`src/rtl/dram_sched_pkg.sv`:
```
package dram_sched_pkg;

   typedef enum logic [2:0] {
      CMD_NOP = 3'd0,
      CMD_ACT = 3'd1,
      CMD_PRE = 3'd2,
      CMD_RD  = 3'd3,
      CMD_WR  = 3'd4
   } cmd_e;

endpackage

```
`src/rtl/dram_sched_bank.sv`:
```
// Per-bank state: open row register and the three timing down-counters.
module dram_sched_bank #(
   parameter int ROW_W = 4,
   parameter int TRCD  = 2,
   parameter int TRP   = 2,
   parameter int TRAS  = 5
) (
   input  logic             clk,
   input  logic             rst_n,
   input  logic             do_act,
   input  logic             do_pre,
   input  logic [ROW_W-1:0] act_row,
   output logic             is_open,
   output logic [ROW_W-1:0] row_q,
   output logic             act_ok,
   output logic             pre_ok,
   output logic             acc_ok
);
   localparam int MAX_A = (TRCD > TRP) ? TRCD : TRP;
   localparam int MAXT  = (MAX_A > TRAS) ? MAX_A : TRAS;
   localparam int CW    = $clog2(MAXT + 1);

   logic [CW-1:0] rcd_q, rp_q, ras_q;

   always_ff @(posedge clk) begin
      if (!rst_n) begin
         is_open <= 1'b0;
         row_q   <= '0;
         rcd_q   <= '0;
         rp_q    <= '0;
         ras_q   <= '0;
      end else begin
         if (do_act) begin
            is_open <= 1'b1;
            row_q   <= act_row;
            rcd_q   <= CW'(TRCD - 1);
            ras_q   <= CW'(TRAS - 1);
         end else begin
            if (rcd_q != '0) rcd_q <= rcd_q - CW'(1);
            if (ras_q != '0) ras_q <= ras_q - CW'(1);
         end
         if (do_pre) begin
            is_open <= 1'b0;
            rp_q    <= CW'(TRP - 1);
         end else if (rp_q != '0) begin
            rp_q <= rp_q - CW'(1);
         end
      end
   end

   assign act_ok = !is_open && (rp_q == '0);
   assign pre_ok = is_open && (ras_q == '0);
   assign acc_ok = is_open && (rcd_q == '0);

endmodule

```
`src/rtl/dram_sched_pick.sv`:
```
// Entry selection: aged first, then same-direction hit, other-direction hit, oldest.
// Lower index means older.
module dram_sched_pick #(
   parameter int DEPTH = 8,
   parameter int IDX_W = 3
) (
   input  logic [DEPTH-1:0] vld,
   input  logic [DEPTH-1:0] hit,
   input  logic [DEPTH-1:0] dirv,
   input  logic [DEPTH-1:0] aged,
   input  logic             cur_dir,
   output logic [IDX_W-1:0] sel,
   output logic             any
);
   logic [DEPTH-1:0] c_age, c_same, c_other;

   function automatic logic [IDX_W-1:0] first_set(input logic [DEPTH-1:0] v);
      logic [IDX_W-1:0] r;
      r = '0;
      for (int i = DEPTH - 1; i >= 0; i--) begin
         if (v[i]) r = IDX_W'(i);
      end
      return r;
   endfunction

   assign c_age   = vld & aged;
   assign c_same  = vld & hit & ~(dirv ^ {DEPTH{cur_dir}});
   assign c_other = vld & hit;
   assign any     = |vld;

   always_comb begin
      if (|c_age)        sel = first_set(c_age);
      else if (|c_same)  sel = first_set(c_same);
      else if (|c_other) sel = first_set(c_other);
      else               sel = first_set(vld);
   end

endmodule

```
`src/rtl/dram_ooo_sched.sv`:
```
module dram_ooo_sched
   import dram_sched_pkg::*;
#(
   parameter int DEPTH   = 8,
   parameter int BANK_W  = 2,
   parameter int ROW_W   = 4,
   parameter int COL_W   = 4,
   parameter int TAG_W   = 4,
   parameter int TRCD    = 2,
   parameter int TRP     = 2,
   parameter int TRAS    = 5,
   parameter int TURN    = 2,
   parameter int AGE_MAX = 16
) (
   input  logic              clk,
   input  logic              rst_n,
   input  logic              req_valid,
   output logic              req_ready,
   input  logic [TAG_W-1:0]  req_tag,
   input  logic              req_dir,
   input  logic [BANK_W-1:0] req_bank,
   input  logic [ROW_W-1:0]  req_row,
   input  logic [COL_W-1:0]  req_col,
   output logic [2:0]        cmd_op,
   output logic [BANK_W-1:0] cmd_bank,
   output logic [ROW_W-1:0]  cmd_row,
   output logic [COL_W-1:0]  cmd_col,
   output logic [TAG_W-1:0]  cmd_tag
);
   localparam int BANKS = 1 << BANK_W;
   localparam int IDX_W = (DEPTH > 1) ? $clog2(DEPTH) : 1;
   localparam int CNT_W = $clog2(DEPTH + 1);
   localparam int AGE_W = $clog2(AGE_MAX + 1);
   localparam int TRN_W = $clog2(TURN + 1);

   if (DEPTH < 2) begin : g_bad_depth
      $error("dram_ooo_sched: DEPTH must be at least 2");
   end
   if (BANK_W < 1) begin : g_bad_bank
      $error("dram_ooo_sched: BANK_W must be at least 1");
   end
   if (TRCD < 1 || TRP < 1 || TRAS < 1) begin : g_bad_timing
      $error("dram_ooo_sched: bank timings must be at least 1");
   end
   if (TURN < 1 || AGE_MAX < 1) begin : g_bad_turn
      $error("dram_ooo_sched: TURN and AGE_MAX must be at least 1");
   end

   // queue storage, index 0 is the oldest entry
   logic [CNT_W-1:0]  cnt_q;
   logic [TAG_W-1:0]  q_tag  [DEPTH];
   logic              q_dir  [DEPTH];
   logic [BANK_W-1:0] q_bank [DEPTH];
   logic [ROW_W-1:0]  q_row  [DEPTH];
   logic [COL_W-1:0]  q_col  [DEPTH];
   logic [AGE_W-1:0]  q_age  [DEPTH];
   logic [TAG_W-1:0]  n_tag  [DEPTH];
   logic              n_dir  [DEPTH];
   logic [BANK_W-1:0] n_bank [DEPTH];
   logic [ROW_W-1:0]  n_row  [DEPTH];
   logic [COL_W-1:0]  n_col  [DEPTH];
   logic [AGE_W-1:0]  n_age  [DEPTH];

   logic [DEPTH-1:0]  q_vld, hit, aged, dirv;
   logic [IDX_W-1:0]  sel;
   logic              any;
   logic [BANKS-1:0]  open_vld, act_ok, pre_ok, acc_ok;
   logic [BANKS-1:0][ROW_W-1:0] open_row;
   cmd_e              iss_op;
   logic              take, accept;
   logic              cur_dir;
   logic [TRN_W-1:0]  turn_q;
   logic [BANK_W-1:0] sb;
   logic [CNT_W-1:0]  wr_idx;

   assign req_ready = (cnt_q < CNT_W'(DEPTH));
   assign accept    = req_valid && req_ready;
   assign sb        = q_bank[sel];
   assign wr_idx    = cnt_q - CNT_W'(take);

   always_comb begin
      for (int i = 0; i < DEPTH; i++) begin
         q_vld[i] = (CNT_W'(i) < cnt_q);
         hit[i]   = open_vld[q_bank[i]] && (open_row[q_bank[i]] == q_row[i]);
         aged[i]  = (q_age[i] == AGE_W'(AGE_MAX));
         dirv[i]  = q_dir[i];
      end
   end

   dram_sched_pick #(.DEPTH(DEPTH), .IDX_W(IDX_W)) u_pick (
      .vld(q_vld), .hit(hit), .dirv(dirv), .aged(aged),
      .cur_dir(cur_dir), .sel(sel), .any(any)
   );

   // command for the selected entry, gated by bank and bus timing
   always_comb begin
      iss_op = CMD_NOP;
      take   = 1'b0;
      if (any) begin
         if (hit[sel]) begin
            if (acc_ok[sb] && ((q_dir[sel] == cur_dir) || (turn_q == '0))) begin
               iss_op = q_dir[sel] ? CMD_WR : CMD_RD;
               take   = 1'b1;
            end
         end else if (open_vld[sb]) begin
            if (pre_ok[sb]) iss_op = CMD_PRE;
         end else if (act_ok[sb]) begin
            iss_op = CMD_ACT;
         end
      end
   end

   for (genvar b = 0; b < BANKS; b++) begin : g_bank
      dram_sched_bank #(.ROW_W(ROW_W), .TRCD(TRCD), .TRP(TRP), .TRAS(TRAS)) u_bank (
         .clk     (clk),
         .rst_n   (rst_n),
         .do_act  ((iss_op == CMD_ACT) && (sb == BANK_W'(b))),
         .do_pre  ((iss_op == CMD_PRE) && (sb == BANK_W'(b))),
         .act_row (q_row[sel]),
         .is_open (open_vld[b]),
         .row_q   (open_row[b]),
         .act_ok  (act_ok[b]),
         .pre_ok  (pre_ok[b]),
         .acc_ok  (acc_ok[b])
      );
   end

   // compaction on removal, append on accept, aging of every entry
   always_comb begin
      for (int i = 0; i < DEPTH; i++) begin
         int j;
         j = (take && (i >= int'(sel)) && (i < DEPTH - 1)) ? i + 1 : i;
         n_tag[i]  = q_tag[j];
         n_dir[i]  = q_dir[j];
         n_bank[i] = q_bank[j];
         n_row[i]  = q_row[j];
         n_col[i]  = q_col[j];
         n_age[i]  = (q_age[j] == AGE_W'(AGE_MAX)) ? q_age[j] : q_age[j] + AGE_W'(1);
         if (accept && (CNT_W'(i) == wr_idx)) begin
            n_tag[i]  = req_tag;
            n_dir[i]  = req_dir;
            n_bank[i] = req_bank;
            n_row[i]  = req_row;
            n_col[i]  = req_col;
            n_age[i]  = '0;
         end
      end
   end

   always_ff @(posedge clk) begin
      if (!rst_n) begin
         cnt_q    <= '0;
         cur_dir  <= 1'b0;
         turn_q   <= '0;
         cmd_op   <= CMD_NOP;
         cmd_bank <= '0;
         cmd_row  <= '0;
         cmd_col  <= '0;
         cmd_tag  <= '0;
         for (int i = 0; i < DEPTH; i++) begin
            q_tag[i]  <= '0;
            q_dir[i]  <= 1'b0;
            q_bank[i] <= '0;
            q_row[i]  <= '0;
            q_col[i]  <= '0;
            q_age[i]  <= '0;
         end
      end else begin
         cnt_q <= cnt_q + CNT_W'(accept) - CNT_W'(take);
         for (int i = 0; i < DEPTH; i++) begin
            q_tag[i]  <= n_tag[i];
            q_dir[i]  <= n_dir[i];
            q_bank[i] <= n_bank[i];
            q_row[i]  <= n_row[i];
            q_col[i]  <= n_col[i];
            q_age[i]  <= n_age[i];
         end
         if (take) begin
            cur_dir <= q_dir[sel];
            turn_q  <= TRN_W'(TURN);
         end else if (turn_q != '0) begin
            turn_q <= turn_q - TRN_W'(1);
         end
         cmd_op   <= iss_op;
         cmd_bank <= sb;
         cmd_row  <= q_row[sel];
         cmd_col  <= q_col[sel];
         cmd_tag  <= q_tag[sel];
      end
   end

endmodule

```
`config.mk`:
```
export PLATFORM = sky130hd
export DESIGN_NAME = dram_ooo_sched
export DESIGN_NICKNAME = d
export VERILOG_FILES = /design/src/rtl/dram_sched_pkg.sv /design/src/rtl/dram_sched_bank.sv /design/src/rtl/dram_sched_pick.sv /design/src/rtl/dram_ooo_sched.sv
export SDC_FILE = /design/constraint.sdc
export NUM_CORES = 1
export LEC_CHECK = 0
export BUFFER_PORTS_ARGS = -buffer_cell sky130_fd_sc_hd__buf_2
export CAP_MARGIN = 40
export CORE_MARGIN = 3
export CORE_UTILIZATION = 35
export CTS_CLUSTER_SIZE = 10
export DETAILED_ROUTE_END_ITERATION = 10
export HOLD_SLACK_MARGIN = 0.05
export MAX_ROUTING_LAYER = met4
export PLACE_DENSITY_LB_ADDON = 0.15
export SLEW_MARGIN = 20
export SYNTH_ARGS = -nofsm -noshare
export SYNTH_HDL_FRONTEND = slang
export SYNTH_HIERARCHICAL = 1
export SYNTH_SLANG_ARGS = --single-unit
```
`constraint.sdc`:
```
create_clock -name clk -period 14.9 [get_ports clk]
set_input_delay 2.98 -clock clk [delete_from_list [all_inputs] [get_ports clk]]
set_output_delay 2.98 -clock clk [all_outputs]
set_load 0.02 [all_outputs]
```
==> Yosys cells after proc, flatten, opt, wreduce, memory -nomap -nowiden <==
Memories as Yosys holds them, arrays and structs flattened. A register that Yosys moved wholly into a read port is not among the register bits.
Cells that the tools add are included.
{ "word_totals": {"reg_bits": 72, "ramBits": 160, "in_bits": 18, "out_inout_bits": 18, "word_cells": 519, "n_memories": 6} }
{ "classes": {"add_sub_neg": 24, "magnitude_cmp": 26, "n_eq_ne": 37, "n_mux": 226, "bitwise": 54, "n_reduce_logical": 107} }
{ "memory_table": {"columns": ["name", "depth", "width", "rd", "rd_clocked_by_memory_dff", "write_ports", "line_no", "rtl"], "rows": [
  ["q_age", 8, 5, 15, 0, 8, "dram_ooo_sched.sv:56", "logic [AGE_W-1:0] q_age [DEPTH];"],
  ["q_col", 8, 4, 8, 1, 8, "dram_ooo_sched.sv:55", "logic [COL_W-1:0] q_col [DEPTH];"],
  ["q_row", 8, 4, 16, 0, 8, "dram_ooo_sched.sv:54", "logic [ROW_W-1:0] q_row [DEPTH];"],
  ["q_tag", 8, 4, 8, 1, 8, "dram_ooo_sched.sv:51", "logic [TAG_W-1:0] q_tag [DEPTH];"],
  ["q_bank", 8, 2, 16, 0, 8, "dram_ooo_sched.sv:53", "logic [BANK_W-1:0] q_bank [DEPTH];"],
  ["q_dir", 8, 1, 16, 0, 8, "dram_ooo_sched.sv:52", "logic q_dir [DEPTH];"]
]} }
{ "op_table": {"columns": ["op", "count"], "rows": [
  ["4-bit 2-to-1 mux", 56],
  ["3-bit 2-to-1 mux", 49],
  ["5-bit 2-to-1 mux", 24],
  ["5-bit equality test (second input constant)", 15],
  ["4-bit binary-select mux with 2-bit select", 8],
  ["1-bit 2-to-1 mux", 55],
  ["1-bit bitwise OR", 48],
  ["1-bit logical AND", 45],
  ["2-bit 2-to-1 mux", 21],
  ["5-bit by 1-bit adder with 5-bit output (second input constant)", 8],
  ["3-bit logical NOT", 12],
  ["3-bit nonzero test", 12],
  ["3-bit by 1-bit subtractor with 3-bit output (second input constant)", 12],
  ["4-bit equality test", 8],
  ["8-bit OR reduction", 4],
  ["2-bit nonzero test", 14],
  ["2-bit by 3-bit < comparator with 1-bit output (second input constant)", 9],
  ["8-bit bitwise AND", 3],
  ["1-bit binary-select mux with 2-bit select", 12],
  ["2-bit OR reduction", 9],
  ["3-bit by 4-bit equality test with 1-bit output (first input constant)", 4],
  ["3-bit by 4-bit < comparator with 1-bit output (first input constant)", 4],
  ["3-bit greater-or-equal comparator (first input constant)", 3],
  ["2-bit by 4-bit equality test with 1-bit output (first input constant)", 2],
  ["25 further kinds", 37]
]} }

==> Longest topological paths before layout <==
Gate-level depths: netlist (run 1).
An unclocked memory read counts as a cell.
{ "logic_depth": {"word_depth": 31, "ltp_mapped": 30, "mapped_depth_nobuf": 26} }

==> Modules after synthesis <==
Netlist (run 1), hierarchy kept.
{ "modules_own_cells": {"columns": ["module", "instances", "cells_each", "area_each_um2", "seq_area_each_um2"], "rows": [
  ["dram_ooo_sched", 1, 1274, 11637.4, 3813.7],
  ["dram_sched_bank", 4, 71, 700.7, 280.3],
  ["dram_sched_pick", 1, 88, 521.8, 0.0]
]} }

==> Least setup slack after synthesis (run 1) <==
Ideal clock, no wire load.
{ "synth_timing": {"path_type": "reg2reg", "from": "mem q_bank[0][0]", "to": "mem q_col[7][0] (enable)", "setup_time_ps": 349, "arrival_time_ps": 5713, "required_time_ps": 14551, "path_slack_ps": 8838, "stages_incl_launch_ff": 23, "n_path_buf": 3, "period_less_slack_ps": 6062, "path_cell_list": "dfxtp_1 > buf_2 > mux4_2 > xnor2_1 > o211a_1 > nand2_1 > nor2_1 > or3_1 > or3_1 > o221ai_1 > buf_6 > mux2_2 > mux4_2 > buf_4 > mux4_2 > o211ai_2 > nor2_1 > ha_1 > ha_1 > xor2_1 > nor2b_1 > nand2_1 > nand2_1"} }
{ "synth_rtl": {"columns": ["element", "line_no"], "rows": [
  ["start, declared", "dram_ooo_sched.sv:53"],
  ["end, declared", "dram_ooo_sched.sv:55"]
]} }

==> qor.yml, run 1 <==
timing:
  slew_headroom: 0.450
  rsz0062_at_grt: "false"
  period_minus_slack_ps: 7910
  fin_tns_setup_ps: 0
  skew_ps: 19.6
  post-route-period-util: 0.531
  finalHoldViolations: 0
  tightest_slew_ps: 825
  timing.fmax_ghz: 0.126
  drv_slew: 0
  hold-worst-slack_ps: 460
  setup_viol: 0
final_layout:
  areaGrowthSynthToFinish_pct: 10.8
  design_area_sq_mm: 0.0166
  fin_cells: 2204
  finalNetCount: 1714
  diodes: 0
  fill_cells: 4291
  final_layout_size_suffix_gt1_frac: 0.128
logic_synthesis:
  synthMuxAreaShare: 0.196
  ys_seq_elements: 240
  synthAdderAreaFrac: 0.0465
  synth_nets: 1719
  synth_top_family_by_area: "multiplexers"
  syn-cell-area_sq_mm: 0.0150
  avgSynthCellArea_sq_um: 9.09
  syn-instance-count: 1646
  ys_warn_count: 6
  synth_compound_area_frac: 0.137
  yosysUniqueCellTypes: 80
  synth-edff-count: 13
  synthXorXnorAreaFrac: 0.0539
  async_flop_share: 0
  ys_seq_area_frac: 0.330
  yosys.area_share.simple: 0.184
  synth_flop_cell: "dfxtp_1"
global_route:
  grt_pass1_vias: 11900
  grt_pass1_wl_um: 71500
  grt_start_max_net_pins: 50
  antenna_found_initial: 0
  grt_usage: 0.207
  overflow: 0
cts:
  h-tree-depth: 1
  post_cts_buffers: 0
  cts_buffer_depth: 3
  clk_latency_ps: 590
  hold_buffers: 0
  cts_tree: "yes"
  clk_pin_slew_ps: 50
  cts_sinks: 240
  numCtsBuffers: 31
  cts_root_buffer: "clkbuf_16"
  cts.repair.resized: 0
setup_path:
  cp_slowest_cell: "dfxtp_1"
  critPathTopFamily: "simple AND/OR/NAND/NOR gates"
  path_buf_inv: 2
  worstPathArrival_ps: 8130
  crit_path_end_kind: "flip-flop"
  slowest_delay_ps: 700
  crit_top_cell: "mux4_2"
  path_max_fanout: 42
  critical_path_class: "flip-flop to flip-flop"
  cp_data_required_time_ps: 15120
  start_kind: "flip-flop"
  crit_chain: "mux4_2, xnor2_1, o211ai_1, inv_1, and2_1, a2bb2oi_1, nand3_1, or3_1, o221ai_4, buf_4, mux2_2, mux4_2, mux4_2, o211ai_2, nor2_1, ha_1, ha_1, xor2_1, nor2b_1, nand2_1, nand2_1"
floorplanning:
  core_sq_mm: 0.0420
  ios: 36
  die_h_um: 213
  rows: 75
  dieArea_sq_mm: 0.0453
  fp.dieW_um: 213
  start_util: 0.356
route:
  drc_errors: 0
  vias: 12200
  routedWlPerCell_um: 20.7
  dr.pass1.iters: 5
  drtIter0Drc: 811
  finalWirelength_um: 45500
  vias_per_cell: 5.54
  ant_nets: 0
power_and_ir_drop:
  power_density_mw_per_mm2: 217
  p_leak_nw: 6.10
  peakVddDrop_uv: 196
place:
  hpwl_um: 30900
  dpl_cell_area_sq_mm: 0.0156
  gp_congestion: 0.909
  placed_cells: 2143
  port_buffers: 35
min_path:
  min_path_type: "flip-flop to flip-flop"
run:
  maxCapViolCount: 0
status:
  outcome: "finished, final reports clean"
[final cells by class]
class / count / area, sq um / share of cell area
clock buffers: 52 / 936 / 0.0565
clock inverters: 5 / 42.5 / 0.00257
inverters: 86 / 324 / 0.0196
multi-input cells: 1220 / 9270 / 0.559
flip-flops and latches: 240 / 4930 / 0.298
well taps: 539 / 674 / 0.0407
repair buffers: 62 / 390 / 0.0236
[sequential cells by signal (all words and copies together) (netlist names), 8 cells and up]
signal	cells
q_col	32
q_bank	16
q_tag	32
q_age	40
g_bank.u_bank/rp_q	12
g_bank.u_bank/row_q	16
q_dir	8
g_bank.u_bank/ras_q	12
g_bank.u_bank/rcd_q	12
q_row	32
[kinds of logic (layout without fill, tap and decap cells)]
kind of cell	after synthesis	in the layout
AND/OR/NAND/NOR	547	547
AO/OA/AOI/OAI	297	297
flip-flops	240	240
multiplexers	229	229
buffers and inverters	186	205
XOR/XNOR	92	92
adder cells (fa/ha/maj)	55	55
[through the flow]
stage                     utilization  setup WS, ps  power, mW
after floorplan                     -          8840       2.36
after global placement          0.370          6880       2.86
after detailed placement        0.370          6680       2.86
after CTS                       0.393          6670       3.60
after global routing            0.394          6410       3.84
final                           0.394          6990       3.59
[worst register-to-register path: stages, from the launching register on]
cell and delay [ps]:
dfxtp_1 700, mux4_2 590, xnor2_1 150, o211ai_1 180
inv_1 100, and2_1 200, a2bb2oi_1 200, nand3_1 140
or3_1 400, o221ai_4 140, buf_4 660, mux2_2 450
mux4_2 620, mux4_2 440, o211ai_2 220, nor2_1 370
ha_1 240, ha_1 160, xor2_1 190, nor2b_1 290
nand2_1 450, nand2_1 670
[cell usage after synthesis (all sizes together) (4+ instances only)]
cell type	n	area [sq um]
mux2i	164	1640
nor2b	31	196
nand4	7	50.1
nand2b	23	184
and3	17	106
dfxtp	227	4540
xor2	35	307
nand2	159	609
and2	17	106
a31oi	5	31.3
mux4	49	1100
inv	86	323
or2b	8	60.1
or3b	8	70.1
a22oi	7	52.6
a311oi	33	289
ha	54	676
nand4b	7	61.3
xnor2	57	499
o211ai	7	57.6
clkbuf	53	199
o32ai	7	61.3
nand3	44	225
or3	9	56.3
edfxtp	13	390
nor2	161	612
nor3	19	95.1
nor3b	14	105
nor4b	10	103
a211oi	75	588
mux2	16	184
buf	47	272
a21oi	85	467
or2	4	25.0
o21ai	50	250
[per-layer routing]
| layer | track usage | wire length, um |
|---|---|---|
| met1 | 0.276 | 20600 |
| met2 | 0.328 | 21100 |
| met3 | 0.0353 | 2610 |
| met4 | 0.0535 | 1120 |
| met5 | - | 0 |
[worst paths after layout]
check / startpoint / end / slack [ps] / cells past startpoint
max reg2reg: q_bank[6][0] / q_col[7][0] / 6990 / 21
min reg2reg: turn_q[1] / turn_q[0] / 460 / 2
max: q_bank[6][0] / q_col[7][0] / 6990 / 21
min: turn_q[1] / turn_q[0] / 460 / 2
[layout by cell type (no fill, tap or decap), types with 13 or more instances in the layout]
cell         n
ha_1        54
nand2_1    156
a21oi_1     76
mux2i_1    164
nor3b_1     14
and2_1      17
a311oi_1    33
clkbuf_16   32
xnor2_1     57
mux4_2      49
a211oi_1    70
xor2_1      35
nand2b_1    15
inv_1       84
buf_2       35
o21ai_0     48
mux2_2      14
nand3_1     43
nor2_1     159
clkbuf_1    14
nor2b_1     30
and3_1      17
edfxtp_1    13
nor3_1      19
buf_4       25
dfxtp_1    227
[power breakdown]
group          switching, mW  leakage (nW)  internal [mW]
combinational           1.13          3.65          0.756
clock                  0.294         0.476          0.425
sequential             0.177          1.98          0.807
total                   1.61          6.10           1.99
Note: power is estimated with default switching activity, not from simulation.
==> run 2, diff against run 1 <==
==> constraint.sdc (replaced) <==
create_clock -name clk -period 6.5 [get_ports clk]
set_input_delay 1.3 -clock clk [delete_from_list [all_inputs] [get_ports clk]]
set_output_delay 1.3 -clock clk [all_outputs]
set_load 0.02 [all_outputs]
==> qor.yml, run 2 (synthesized netlist as in run 1, its figures left out) <==
status:
  outcome: "finished, final reports clean"
cts:
  clk_pin_slew_ps: 60
  cts_sinks: 240
  cts_root_buffer: "clkbuf_16"
  cts_tree: "yes"
  cts_buffer_depth: 3
  numCtsBuffers: 31
  clk_latency_ps: 590
  h-tree-depth: 1
  hold_buffers: 0
timing:
  finalHoldViolations: 0
  slew_headroom: 0.566
  setup_slack_ps: 230
  drv_slew: 0
  timing.fmax_ghz: 0.159
  setup_viol: 0
  rsz0062_at_grt: "true"
  skew_ps: 20.2
  period_minus_slack_ps: 6270
  post-route-period-util: 0.965
  tightest_slew_ps: 646
  hold-worst-slack_ps: 469
  fin_tns_setup_ps: 0
place:
  dp_slack_ps: 44.0
  hpwl_um: 32700
  port_buffers: 35
  dpl_cell_area_sq_mm: 0.0161
  gp_congestion: 1.02
floorplanning:
  start_util: 0.356
  rows: 75
  ios: 36
  fp.dieW_um: 213
  die_h_um: 213
  dieArea_sq_mm: 0.0453
  core_sq_mm: 0.0420
global_route:
  grt_pass1_vias: 12000
  overflow: 0
  antenna_found_initial: 0
  grt_start_max_net_pins: 56
  grt_usage: 0.209
  grt_pass1_wl_um: 71900
power_and_ir_drop:
  clockPowerShare: 0.199
  power_density_mw_per_mm2: 497
  peakVddDrop_uv: 356
  p_leak_nw: 6.48
  comb_power_share: 0.543
  switchingPower_mw: 3.70
  seq_power_share: 0.259
  intPower_mw: 4.85
  sw_frac_of_total: 0.433
setup_path:
  r2r_cells: 22
  ff2ff_setup_slack_ps: 230
  crit_path_end_kind: "flip-flop"
  timing.rr.end: "q_age[5][2]"
  start_kind: "flip-flop"
  worstReg2RegStart: "g_bank[3].u_bank/row_q[2]"
  cp_data_required_time_ps: 6970
  worstPathArrival_ps: 6740
  critical_path_class: "flip-flop to flip-flop"
  path_max_fanout: 8
  crit_end: "q_age[5][2]"
  worstSetupStartpoint: "g_bank[3].u_bank/row_q[2]"
final_layout:
  final_cell_mix: "213 x dfxtp_1, 162 x mux2i_1, 157 x nor2_1, 156 x nand2_1, 84 x inv_1"
  areaGrowthSynthToFinish_pct: 14.9
  layout_commonest_cell: "dfxtp_1"
  largest_reg_flops: 40
  finalNetCount: 1775
  final_core_util: 0.409
  regMostFlops: "q_age"
  design_area_sq_mm: 0.0172
  final_layout_size_suffix_gt1_frac: 0.171
  diodes: 0
route:
  drtIter0Drc: 833
  dr.pass1.iters: 5
  finalWirelength_um: 46000
  ant_nets: 0
  vias_per_cell: 5.49
  vias: 12400
  routedWlPerCell_um: 20.4
  drc_errors: 0
min_path:
  min-delay-start: "turn_q[1]"
  min_path_type: "flip-flop to flip-flop"
run:
  maxCapViolCount: 0
==> run 2: critical path, stage by stage (launching register included) <==
cell	delay (ps)
dfxtp_1	420
buf_4	200
mux4_2	480
xor2_1	180
nor2_1	70
and3_1	210
a22oi_1	240
and3_1	220
nand2_1	60
o311a_1	330
o221ai_4	270
mux2_2	370
mux4_2	520
mux4_2	520
o211ai_4	200
buf_4	200
nor2_4	40
a32oi_2	330
mux2i_2	320
ha_1	260
a31oi_1	100
mux4_2	450
and2b_1	160
==> run 2: routing by layer <==
metal,vias up,share of wire,global-route usage
met2,290,0.46,0.337
met1,6067,0.47,0.283
li1,5992,-,-
met4,0,0.024,0.0473
met3,65,0.044,0.0244
met5,-,0,-
==> run 2: worst min path at each step <==
stage | end | slack [ps] | cells after the start
after global placement | turn_q[0] | 450 | 2
after CTS | turn_q[0] | 470 | 2
after floorplan | turn_q[0] | 440 | 1
final | turn_q[0] | 470 | 2
after detailed placement | turn_q[0] | 460 | 2
after global routing | turn_q[0] | 490 | 2
==> run 2: power by group through the flow <==
stage | clock network [mW] | logic (mW) | registers (mW)
global placement | 0 | 4.51 | 2.23
finish | 1.70 | 4.64 | 2.21
floorplan | 0 | 3.27 | 2.14
CTS | 1.74 | 4.56 | 2.20
detailed placement | 0 | 4.54 | 2.23
global route | 1.80 | 5.04 | 2.27
==> run 2: repair_timing <==
action,CTS,global route
setup buffers,0,4
endpoints found under the setup margin,0,165
gates resized for setup,0,24
==> run 2: layout make-up <==
class                           instances  area [sq um]
Fill cell                            4188         24800
Multi-Input combinational cell       1220          9310
Sequential cell                       240          4950
Timing Repair Buffer                  123           943
Clock buffer                           47           896
Tap cell                              539           674
Inverter                               86           324
Clock inverter                          5          97.6
==> run 2: per-stage QoR <==
stage	power [mW]	std cells
finish	8.55	2260
global route	9.11	2260
CTS	8.51	2256
detailed placement	6.77	2204
global placement	6.74	2204
floorplan	5.41	1646
==> run 3, diff against run 2 <==
==> constraint.sdc (replaced) <==
create_clock -name clk -period 8 [get_ports clk]
set_input_delay 1.6 -clock clk [delete_from_list [all_inputs] [get_ports clk]]
set_output_delay 1.6 -clock clk [all_outputs]
set_load 0.02 [all_outputs]
==> qor.yml, run 3 (synthesized netlist as in run 1, its figures left out) <==
final_layout:
  final_layout_size_suffix_gt1_frac: 0.127
  layout_commonest_cell: "dfxtp_1"
  areaGrowthSynthToFinish_pct: 10.1
  regMostFlops: "q_age"
  final_core_util: 0.392
  diodes: 0
  largest_reg_flops: 40
  final_cell_mix: "227 x dfxtp_1, 164 x mux2i_1, 159 x nor2_1, 156 x nand2_1, 84 x inv_1"
  finalNetCount: 1718
cts:
  cts.repair.resized: 0
  clk_latency_ps: 580
  hold_buffers: 0
  cts_root_buffer: "clkbuf_16"
  numCtsBuffers: 29
  clk_pin_slew_ps: 60
  h-tree-depth: 1
  post_cts_buffers: 0
  cts_sinks: 240
  cts_tree: "yes"
  cts_buffer_depth: 3
floorplanning:
  fp.dieW_um: 213
  start_util: 0.356
  die_h_um: 213
  dieArea_sq_mm: 0.0453
  ios: 36
  rows: 75
  core_sq_mm: 0.0420
timing:
  setup_viol: 0
  post-route-period-util: 0.899
  period_minus_slack_ps: 7190
  tightest_slew_ps: 843
  skew_ps: 15.3
  rsz0062_at_grt: "false"
  drv_slew: 0
  finalHoldViolations: 0
  slew_headroom: 0.438
  timing.fmax_ghz: 0.139
  fin_tns_setup_ps: 0
setup_path:
  cp_data_required_time_ps: 8340
  start_kind: "flip-flop"
  path_max_fanout: 31
  critical_path_class: "flip-flop to flip-flop"
  crit_path_end_kind: "flip-flop"
  worstPathArrival_ps: 7530
place:
  port_buffers: 35
  hpwl_um: 31400
  gp_congestion: 0.955
route:
  drtIter0Drc: 820
  dr.pass1.iters: 5
  vias_per_cell: 5.50
  drc_errors: 0
  vias: 12100
  ant_nets: 0
  routedWlPerCell_um: 20.4
  finalWirelength_um: 44900
status:
  outcome: "finished, final reports clean"
power_and_ir_drop:
  power_density_mw_per_mm2: 398
  p_leak_nw: 6.06
  peakVddDrop_uv: 447
global_route:
  grt_pass1_wl_um: 70300
  grt_start_max_net_pins: 70
  overflow: 0
  grt_pass1_vias: 11900
  grt_usage: 0.204
  antenna_found_initial: 0
min_path:
  min_path_type: "flip-flop to flip-flop"
run:
  maxCapViolCount: 0
## run 3: cell count changes in the layout (fill, tap and decap cells not counted), moves of 3 or more
cell / before / now
buf_4: 78 / 33
buf_12: 8 / 0
dfxtp_2: 14 / 0
clkbuf_8: 6 / 3
dfxtp_1: 213 / 227
## run 3: path summary, 6_finish.rpt
path	startpoint	to	slack, ps	depth (start not counted)
hold reg to reg	turn_q[1]	turn_q[0]	470	2
hold / removal	turn_q[1]	turn_q[0]	470	2
setup / recovery	q_bank[2][0]	q_dir[4]	810	24
setup reg to reg	q_bank[2][0]	q_dir[4]	810	24
## run 3: critical path, cell delays in order, from the launching register on
cell and delay, ps:
dfxtp_1 760, mux4_2 600, xnor2_1 140, o211ai_1 170, inv_1 130, a22oi_1 250, and3_1 230, nand2_1 60
o311a_1 320, o221ai_4 440, buf_4 350, mux4_2 530, mux2i_1 190, buf_4 210, mux4_2 350, o211ai_2 220
nor2_1 200, ha_1 250, ha_1 190, xor2_1 170, nor2b_1 190, nand4_1 110, buf_4 310, nand2_1 200
or3_1 370
## run 3: area by class of cell
| class | instances | area (sq um) |
|---|---|---|
| Tap cell | 539 | 674 |
| Inverter | 86 | 324 |
| Clock buffer | 44 | 812 |
| Clock inverter | 3 | 30.0 |
| Multi-Input combinational cell | 1220 | 9270 |
| Fill cell | 4230 | 25600 |
| Sequential cell | 240 | 4930 |
| Timing Repair Buffer | 68 | 423 |
## run 3: metal layers
metal / share of wire / track usage
met1: 0.47 / 0.277
met2: 0.46 / 0.320
met3: 0.046 / 0.0270
met4: 0.030 / 0.0576
met5: 0 / -
## run 3: report_power, final
| part | internal [mW] | switching (mW) |
|---|---|---|
| Combinational | 1.43 | 2.10 |
| Sequential | 1.50 | 0.308 |
| Clock | 0.692 | 0.524 |
## run 3: stage by stage
| step | cells | hold slack (ps) | setup slack (ps) | instance area (sq um) | total power, mW |
|---|---|---|---|---|---|
| after global placement | 2153 | 459 | 933 | 15600 | 5.31 |
| after detailed placement | 2153 | 461 | 802 | 15600 | 5.36 |
| after global routing | 2200 | 505 | 376 | 16500 | 7.01 |
| final | 2200 | 474 | 811 | 16500 | 6.55 |
| after floorplan | 1646 | 437 | 1940 | 15000 | 4.39 |
| after CTS | 2200 | 472 | 800 | 16500 | 6.60 |
